--- config.mk ---
export PLATFORM = sky130hd
export DESIGN_NAME = addr_win_bank
export DESIGN_NICKNAME = d
export VERILOG_FILES = /design/src/rtl/win_pkg.sv /design/src/rtl/win_regfile.sv /design/src/rtl/win_match.sv /design/src/rtl/bar_gate.sv /design/src/rtl/win_select.sv /design/src/rtl/addr_win_bank.sv
export SDC_FILE = /design/constraint.sdc
export NUM_CORES = 1
export LEC_CHECK = 0
export BUFFER_PORTS_ARGS = -buffer_cell sky130_fd_sc_hd__buf_2
export CORE_UTILIZATION = 52
export DETAILED_ROUTE_END_ITERATION = 7
export PLACE_DENSITY = 0.74
export SLEW_MARGIN = 20
export SYNTH_ARGS = -nofsm -noshare
export SYNTH_HDL_FRONTEND = slang
export SYNTH_HIERARCHICAL = 1
export SYNTH_SLANG_ARGS = --single-unit
--- constraint.sdc ---
create_clock -name clk -period 16.4 [get_ports clk]
set_input_delay 0.82 -clock clk [delete_from_list [all_inputs] [get_ports clk]]
set_output_delay 0.82 -clock clk [all_outputs]
set_load 0.05 [all_outputs]
--- src/rtl/win_pkg.sv ---
package win_pkg;
  localparam int ADDR_W     = 32;
  localparam int GRAN_W     = 16;
  localparam int HI_W       = ADDR_W - GRAN_W;
  localparam int NUM_WIN    = 6;
  localparam int IDX_W      = $clog2(NUM_WIN);
  localparam int REG_AW     = 8;
  localparam int TGT_W      = 4;
  localparam int ATTR_W     = 8;
  localparam int GRP_STRIDE = 16;
  localparam int CTRL_OFS   = 0;
  localparam int BASE_OFS   = 4;
  localparam int REMAP_OFS  = 12;
  localparam int LAST_GRP   = 'h50;
  localparam int BAR_CTRL   = 'h60;
  localparam int BAR_LO     = 'h64;
  localparam int BAR_HI     = 'h68;

  typedef struct packed {
    logic [HI_W-1:0]   mask;
    logic [ATTR_W-1:0] attr;
    logic [TGT_W-1:0]  tgt;
    logic              en;
    logic [HI_W-1:0]   base;
    logic [HI_W-1:0]   remap;
  } win_cfg_t;

  // group offset: strided windows, last one at its own fixed group
  function automatic int grp_base(int w, int n);
    return (w == n - 1) ? LAST_GRP : w * GRP_STRIDE;
  endfunction

  function automatic logic [ADDR_W-1:0] ctrl_word(win_cfg_t c);
    return {c.mask, c.attr, c.tgt, 3'b000, c.en};
  endfunction
endpackage

--- src/rtl/win_regfile.sv ---
module win_regfile
  import win_pkg::*;
#(
  parameter int N_WIN = NUM_WIN,
  parameter int RA_W  = REG_AW
) (
  input  logic                     clk,
  input  logic                     rst_n,
  input  logic                     we,
  input  logic [RA_W-1:0]          addr,
  input  logic [ADDR_W-1:0]        wdata,
  output logic [ADDR_W-1:0]        rdata,
  output win_cfg_t [N_WIN-1:0]     cfg,
  output logic [HI_W-1:0]          bar_mask,
  output logic [HI_W-1:0]          bar_base,
  output logic                     bar_en
);
  localparam logic [RA_W-1:0] A_BC = RA_W'(BAR_CTRL);
  localparam logic [RA_W-1:0] A_BL = RA_W'(BAR_LO);

  logic unused_bits;
  assign unused_bits = ^wdata[3:1];

  genvar w;
  generate
    for (w = 0; w < N_WIN; w++) begin : g_win
      localparam logic [RA_W-1:0] A_C = RA_W'(grp_base(w, N_WIN) + CTRL_OFS);
      localparam logic [RA_W-1:0] A_B = RA_W'(grp_base(w, N_WIN) + BASE_OFS);
      localparam logic [RA_W-1:0] A_R = RA_W'(grp_base(w, N_WIN) + REMAP_OFS);
      win_cfg_t cur, nxt;
      logic wr_c, wr_b, wr_r, ld;
      assign wr_c = we && (addr == A_C);
      assign wr_b = we && (addr == A_B);
      assign wr_r = we && (addr == A_R);
      assign ld   = wr_c | wr_b | wr_r;

      always_comb begin
        nxt = cur;
        if (wr_c) begin
          nxt.mask = wdata[ADDR_W-1:GRAN_W];
          nxt.attr = wdata[15:8];
          nxt.tgt  = wdata[7:4];
          nxt.en   = wdata[0];
        end
        if (wr_b) nxt.base  = wdata[ADDR_W-1:GRAN_W];
        if (wr_r) nxt.remap = wdata[ADDR_W-1:GRAN_W];
      end

      always_ff @(posedge clk or negedge rst_n) begin
        if (!rst_n)  cur <= '0;
        else if (ld) cur <= nxt;
      end

      assign cfg[w] = cur;
    end
  endgenerate

  // BAR: control (mask + enable) and low base; high base is fixed zero
  logic            bc_ld, bl_ld;
  logic [HI_W-1:0] bmask_q, bmask_d, bbase_q, bbase_d;
  logic            ben_q, ben_d;

  assign bc_ld = we && (addr == A_BC);
  assign bl_ld = we && (addr == A_BL);

  always_comb begin
    bmask_d = bc_ld ? wdata[ADDR_W-1:GRAN_W] : bmask_q;
    ben_d   = bc_ld ? wdata[0] : ben_q;
    bbase_d = bl_ld ? wdata[ADDR_W-1:GRAN_W] : bbase_q;
  end

  always_ff @(posedge clk or negedge rst_n) begin
    if (!rst_n) begin
      bmask_q <= '0;
      ben_q   <= 1'b0;
    end else if (bc_ld) begin
      bmask_q <= bmask_d;
      ben_q   <= ben_d;
    end
  end

  always_ff @(posedge clk or negedge rst_n) begin
    if (!rst_n)     bbase_q <= '0;
    else if (bl_ld) bbase_q <= bbase_d;
  end

  assign bar_mask = bmask_q;
  assign bar_base = bbase_q;
  assign bar_en   = ben_q;

  // read mux
  always_comb begin
    rdata = '0;
    for (int i = 0; i < N_WIN; i++) begin
      if (addr == RA_W'(grp_base(i, N_WIN) + CTRL_OFS))  rdata = ctrl_word(cfg[i]);
      if (addr == RA_W'(grp_base(i, N_WIN) + BASE_OFS))  rdata = {cfg[i].base, {GRAN_W{1'b0}}};
      if (addr == RA_W'(grp_base(i, N_WIN) + REMAP_OFS)) rdata = {cfg[i].remap, {GRAN_W{1'b0}}};
    end
    if (addr == A_BC) rdata = {bmask_q, {(GRAN_W-1){1'b0}}, ben_q};
    if (addr == A_BL) rdata = {bbase_q, {GRAN_W{1'b0}}};
  end
endmodule

--- src/rtl/win_match.sv ---
module win_match
  import win_pkg::*;
#(
  parameter int N_WIN = NUM_WIN
) (
  input  win_cfg_t [N_WIN-1:0] cfg,
  input  logic [HI_W-1:0]      addr_hi,
  output logic [N_WIN-1:0]     hit
);
  genvar w;
  generate
    for (w = 0; w < N_WIN; w++) begin : g_cmp
      assign hit[w] = cfg[w].en &&
                      ((addr_hi & ~cfg[w].mask) == (cfg[w].base & ~cfg[w].mask));
    end
  endgenerate
endmodule

--- src/rtl/bar_gate.sv ---
module bar_gate
  import win_pkg::*;
(
  input  logic            en,
  input  logic [HI_W-1:0] mask,
  input  logic [HI_W-1:0] base,
  input  logic [HI_W-1:0] addr_hi,
  output logic            pass
);
  assign pass = en && ((addr_hi & ~mask) == (base & ~mask));
endmodule

--- src/rtl/win_select.sv ---
module win_select
  import win_pkg::*;
#(
  parameter int N_WIN = NUM_WIN
) (
  input  win_cfg_t [N_WIN-1:0] cfg,
  input  logic [N_WIN-1:0]     hit_vec,
  input  logic                 pass,
  input  logic [ADDR_W-1:0]    addr,
  output logic                 hit,
  output logic                 miss,
  output logic [IDX_W-1:0]     idx,
  output logic [TGT_W-1:0]     tgt,
  output logic [ATTR_W-1:0]    attr,
  output logic [ADDR_W-1:0]    xaddr
);
  logic            found;
  logic [IDX_W-1:0] sel;
  win_cfg_t        pick;
  logic [HI_W-1:0] xhi;

  // descending scan so the lowest matching index is the last assignment
  always_comb begin
    found = 1'b0;
    sel   = '0;
    pick  = '0;
    for (int w = N_WIN - 1; w >= 0; w--) begin
      if (hit_vec[w]) begin
        found = 1'b1;
        sel   = IDX_W'(w);
        pick  = cfg[w];
      end
    end
  end

  assign xhi = (pick.remap & ~pick.mask) | (addr[ADDR_W-1:GRAN_W] & pick.mask);

  always_comb begin
    hit   = pass && found;
    miss  = !hit;
    idx   = '0;
    tgt   = '0;
    attr  = '0;
    xaddr = '0;
    if (hit) begin
      idx   = sel;
      tgt   = pick.tgt;
      attr  = pick.attr;
      xaddr = (pick.remap == '0) ? addr : {xhi, addr[GRAN_W-1:0]};
    end
  end
endmodule

--- src/rtl/addr_win_bank.sv ---
module addr_win_bank
  import win_pkg::*;
(
  input  logic              clk,
  input  logic              rst_n,
  input  logic              reg_we,
  input  logic [REG_AW-1:0] reg_addr,
  input  logic [ADDR_W-1:0] reg_wdata,
  output logic [ADDR_W-1:0] reg_rdata,
  input  logic [ADDR_W-1:0] lk_addr,
  output logic              lk_hit,
  output logic              lk_miss,
  output logic [IDX_W-1:0]  lk_win,
  output logic [TGT_W-1:0]  lk_target,
  output logic [ATTR_W-1:0] lk_attr,
  output logic [ADDR_W-1:0] lk_xaddr
);
  logic [1:0] rst_sync;
  logic       rst_int_n;

  always_ff @(posedge clk or negedge rst_n) begin
    if (!rst_n) rst_sync <= '0;
    else        rst_sync <= {rst_sync[0], 1'b1};
  end
  assign rst_int_n = rst_sync[1];

  win_cfg_t [NUM_WIN-1:0] cfg;
  logic [HI_W-1:0]        bar_mask, bar_base;
  logic                   bar_en, bar_pass;
  logic [NUM_WIN-1:0]     hit_vec;

  win_regfile #(.N_WIN(NUM_WIN), .RA_W(REG_AW)) u_regs (
    .clk(clk), .rst_n(rst_int_n), .we(reg_we), .addr(reg_addr),
    .wdata(reg_wdata), .rdata(reg_rdata), .cfg(cfg),
    .bar_mask(bar_mask), .bar_base(bar_base), .bar_en(bar_en)
  );

  bar_gate u_bar (
    .en(bar_en), .mask(bar_mask), .base(bar_base),
    .addr_hi(lk_addr[ADDR_W-1:GRAN_W]), .pass(bar_pass)
  );

  win_match #(.N_WIN(NUM_WIN)) u_match (
    .cfg(cfg), .addr_hi(lk_addr[ADDR_W-1:GRAN_W]), .hit(hit_vec)
  );

  win_select #(.N_WIN(NUM_WIN)) u_sel (
    .cfg(cfg), .hit_vec(hit_vec), .pass(bar_pass), .addr(lk_addr),
    .hit(lk_hit), .miss(lk_miss), .idx(lk_win), .tgt(lk_target),
    .attr(lk_attr), .xaddr(lk_xaddr)
  );
endmodule

# Yosys cells after proc, flatten, opt, wreduce, memory -nomap -nowiden
# Index checks and enable logic that the tools add are counted.
# Widths: inputs -> output; s select.
# classes
n_addsub	0
mul	0
n_div	0
magnitude_cmp	0
n_eq_ne	26
n_shift	0
muxes	43
bitwise_logic	37
reduce_logical	49
# ops
op	count
$mux 32	22
$mux 61	6
$and 16x16->16	16
$not 16->16	8
$eq 16x16->1	7
$eq 8x7->1 const B	8
$eq 8x6->1 const B	6
$reduce_and 2->1	18
$logic_and 1x1->1	28
$eq 8x5->1 const B	3
$mux 3	7
$logic_not 16->1	1
$or 16x16->16	1
$or 1x1->1	12
$eq 8x3->1 const B	1
$eq 8x4->1 const B	1
$logic_not 8->1	1
$mux 8	1
$mux 1	6
$mux 4	1
$logic_not 1->1	1
# word_totals
reg_bits	401
latchBits	0
mem_bits_rw	0
rom_bits	0
out_inout_bits	81
word_cells	195
memories	0

# Longest topological paths before layout
# depth
word_depth	21
mapped_depth	16
ltp_nobuf	11

# Modules after synthesis
# Netlist, hierarchy kept.
# modules_own_cells
module	instances	cells_per_inst	area_per_inst_um2	seq_area_each_um2
win_regfile	1	1559	19042.0	9984.6
win_select	1	398	2523.7	0.0
win_match	1	190	1433.9	0.0
bar_gate	1	30	222.7	0.0
addr_win_bank	1	3	53.8	50.0

# Worst setup path after synthesis
# Ideal clock, no wire load.
# synth_path
path_kind	input-to-output
startpoint	input port lk_addr[21]
endpoint	output port lk_win[0]
arrival_ns	4.242
required_ns	15.580
slack_ns	11.338
cell_stages	14
path_cell_list	buf_6 xnor2_1 o22ai_1 or4_1 nor4_2 or2_1 buf_6 buf_6 buf_2 o41ai_2 inv_2 clkbuf_1 o21ai_0 nor2_1
# synth_rtl
element	line_no	source
from (decl)	addr_win_bank.sv:10	input logic [ADDR_W-1:0] lk_addr,
$and 16x16->16	win_match.sv:14	((addr_hi & ~cfg[w].mask) == (cfg[w].base & ~cfg[w].mask));
$eq 16x16->1	win_match.sv:14	
$logic_and 1x1->1	win_match.sv:13	assign hit[w] = cfg[w].en &&
net hit_vec[2]	addr_win_bank.sv:30	logic [NUM_WIN-1:0] hit_vec;
$mux 1 (3 in a row)	win_select.sv:28	if (hit_vec[w]) begin
$logic_and 1x1->1	win_select.sv:39	hit = pass && found;
net lk_hit	addr_win_bank.sv:11	output logic lk_hit,
$mux 3	win_select.sv:45	if (hit) begin
to (decl)	addr_win_bank.sv:13	output logic [IDX_W-1:0] lk_win,
# The timed path passes the listed nets, and every way through them passes these cells.

# Worst setup path after layout
# layout_path
startpoint	input port lk_addr[22]
endpoint	output port lk_xaddr[25]
# layout_rtl
element	line_no	source
$and 16x16->16 (*)	win_match.sv:14	
$eq 16x16->1 (*)	win_match.sv:14	
$logic_and 1x1->1 (*)	win_match.sv:13	
net hit_vec[4]	addr_win_bank.sv:30	
$mux 61 (5 in a row)	win_select.sv:28	
$not 16->16	win_select.sv:36	assign xhi = (pick.remap & ~pick.mask) | (addr[ADDR_W-1:GRAN_W] & pick.mask);
$and 16x16->16	win_select.sv:36	
$or 16x16->16	win_select.sv:36	
$mux 32	win_select.sv:49	xaddr = (pick.remap == '0) ? addr : {xhi, addr[GRAN_W-1:0]};
$mux 32 (*)	win_select.sv:45	
to (decl)	addr_win_bank.sv:16	output logic [ADDR_W-1:0] lk_xaddr
# The timed path passes the listed nets; every way through them passes the cells marked *.

==> results.md <==
- Pwr/cell area: 94.8 mW/mm^2
- Final setup viols: 0
- HP Class: flip-flop to async pin
- Leak: 0.0119 uW
- Reg power frac: 44.5%
- Post-Synthesis Cells: 2180
- F_max: 0.137 GHz
- TritonCTS clock tree: built
- Chip width: 214 um
- Switch share: 26.0%
- Post-synth ARST share: 100%
- Routed via count: 20500
- Top Family by Delay on Critical Path: simple AND/OR/NAND/NOR gates
- Register bit total from synthesis: 401
- Maximum vdd drop: 121 uV
- Critical path class: input port to output port
- Most instantiated cells after synthesis: mux2_2 (405), dfrtp_1 (401), nor2_1 (121), xnor2_1 (112), o22ai_1 (106)
- Sink Count: 401
- GRT Resource Usage Total: 40.2%
- Initial antenna violation count: 2
- Fin crit share: 44.7%
- Mean Syn Cell Area: 10.7 um^2
- Initial Utilization: 52.6%
- Beginning of the critical path: lk_addr[22]
- Combinational share of power: 9.3%
- Port buffer count: 149
- Critical path buffers and inverters: 4
- Final Net Count: 2296
- Number of cells on the critical path: 15
- Worst Tran Pin Value: 1.20 ns
- CP max stage cell: a221oi_1
- Vias per cell: 7.19
- Count leader, synth: mux2_2
- Post-synth EDFFs: 0
- Post-CTS Hold Fix Bufs: 1
- Fraction of layout cells with a size suffix above 1: 32.2%
- Min Clock Period, post-route: 7.32 ns
- Fin. max-slew vios: 0
- Dpl hpwl: 62.4 mm
- CTS Buffer Depth: 3
- Fillers: 3745
- CP Launch Type: input port
- Final Hold Vio Count: 0
- Synth Flop Type: dfrtp_1
- Resized Gates After CTS: 0
- Crit path to: lk_xaddr[25]
- Vias in the first global route: 19800
- Worst r2r path cells: 2
- Synth top area cells: dfrtp_1 (43%), mux2_2 (20%), xnor2_1 (4.2%)
- Worst r2r src: rst_sync[1]
- Area of the die: 0.0456 mm^2
- Critical Path Sink Type: output port
- Status: complete, no violations
- H-tree levels: 2
- RD Place Congestion: 1.01
- Drt drc: 0
- First-pass GRT wire length: 132 mm
- Clock Power Share: 46.2%
- Largest area contributor in the netlist: dfrtp_1
- Cell Area, Synth: 0.0233 mm^2
- Area grow syn2layout: 11.0%
- Die Height: 214 um
- Post-DRT Antenna Nets: 0
- Clk slew on worst S/H paths: 0.06 ns
- Skew final: 0.0234 ns
- CP max FO: 45
- Register area: 0.0100 mm^2
- Final WL: 91.8 mm
- Sequential element share of the synthesized area: 43.1%
- Cell variety after synth: 90
- CORE AREA: 0.0442 mm^2
- Antenna diode count: 0
- Pre-Repair DR Iteration Count: 8
- Critical Path, Cell by Cell: buf_2 > xnor2_1 > o22ai_1 > or4_1 > nor4_4 > buf_4 > nor2b_4 > buf_4 > a221oi_1 > o31ai_1 > o21a_1 > nor4_4 > nand4_1 > o211ai_1 > buf_2
- Std-Cell Rows: 77
- Postcts setup bufs: 0
- Reg2reg setup slack: 14.09 ns
- I/O pin cnt: 156
- Final core occ: 58.4%
- TritonCTS buffer count: 46
- Internal power: 1810 uW
- Total global routing overflow: 0
- Multi-input gate area: 0.0123 mm^2
- Initial DRC Count: 2960
- Arrival @ worst endpoint: 6.50 ns
- Clock root buffer: clkbuf_16
- End of the worst register-to-register path: u_regs/cfg[279]
- YS warnings: 6
- Largest stage delay, worst path: 0.89 ns
- Setup tns final: 0 ns
- Psw: 636 uW
- Yosys top cell area share: 43.1%
- Slew Limit Headroom: 19.6%
- Largest net degree at the start of global routing: 163
- Max cap viols: 0
- CP Data Required Time: 15.58 ns
- WL/cell: 32.2 um
- RSZ-0062 raised after global routing: false
- Latest clock arrival within the worst-skew pair: 0.61 ns
-- sequential cells by signal, summed over array words and instances, names as in the netlist --
| signal | cells |
|---|---|
| u_regs/bar_mask | 16 |
| u_regs/bar_en | 1 |
| rst_sync | 2 |
| u_regs/bar_base | 16 |
| u_regs/cfg | 366 |
-- final cells by class --
cell class	instances	area share, %
Tap cell	592	2.87
Clock inverter	22	1.39
Sequential cell	401	38.9
Inverter	11	0.160
Clock buffer	62	4.96
Multi-Input combinational cell	1566	47.5
Timing Repair Buffer	195	4.30
-- per-stage QoR --
stage / cells / worst slack (ns) / power, uW / cell area [um^2] / hold WS [ns]
after CTS: 2849 / 9.51 / 2450 / 25800 / 0.240
after detailed placement: 2764 / 9.52 / 1320 / 24200 / 0.234
after global placement: 2764 / 9.59 / 1320 / 24200 / 0.231
final: 2849 / 9.08 / 2450 / 25800 / 0.233
after floorplan: 2182 / 4.40 / 1240 / 23300 / 0.331
after global routing: 2849 / 8.99 / 2510 / 25800 / 0.260
-- cell usage in the layout, fill, tap and decap left out, drive strengths merged, types with 69 or more instances in the layout --
cell type / netlist / final
a21oi: 106 / 106
a221oi: 69 / 69
buf: 114 / 194
dfrtp: 401 / 401
mux2: 407 / 407
nand2: 104 / 104
nor2: 130 / 130
o21ai: 90 / 90
o22ai: 106 / 106
xnor2: 112 / 112
-- routing by layer --
metal  wire length (um)  part of all wire, %  up-vias  track usage (%)
li1                   -                    -     8241                -
met1              34100                   37    10200             52.3
met2              39900                   43     1618             60.5
met3              10900                   12      411             9.56
met4               6890                  7.5        4             25.4
met5                 27                0.029        -                0
-- power groups by stage --
stage | combinational, uW | clock (uW) | sequential (uW)
after floorplan | 139 | 0 | 1100
after global placement | 215 | 0 | 1100
after detailed placement | 220 | 0 | 1100
after CTS | 221 | 1140 | 1090
after global routing | 239 | 1180 | 1090
final | 229 | 1130 | 1090
-- worst min-delay path by stage --
stage | slack, ns | end | start
final | 0.23 | u_regs/cfg[337] | rst_sync[1]
after global routing | 0.26 | u_regs/cfg[337] | rst_sync[1]
after CTS | 0.24 | u_regs/bar_mask[15] | rst_sync[1]
after detailed placement | 0.23 | u_regs/bar_mask[15] | rst_sync[1]
after global placement | 0.23 | u_regs/bar_en | rst_sync[1]
after floorplan | 0.33 | rst_sync[1] | rst_sync[0]
-- logic make-up after synthesis --
group	share of synthesized area, %
AO/OA/AOI/OAI	16.6
multiplexers	21.4
AND/OR/NAND/NOR	10.1
flip-flops	43.1
buffers and inverters	4.52
XOR/XNOR	4.21
other	0.0323
Note: power is estimated with default switching activity, not from simulation.
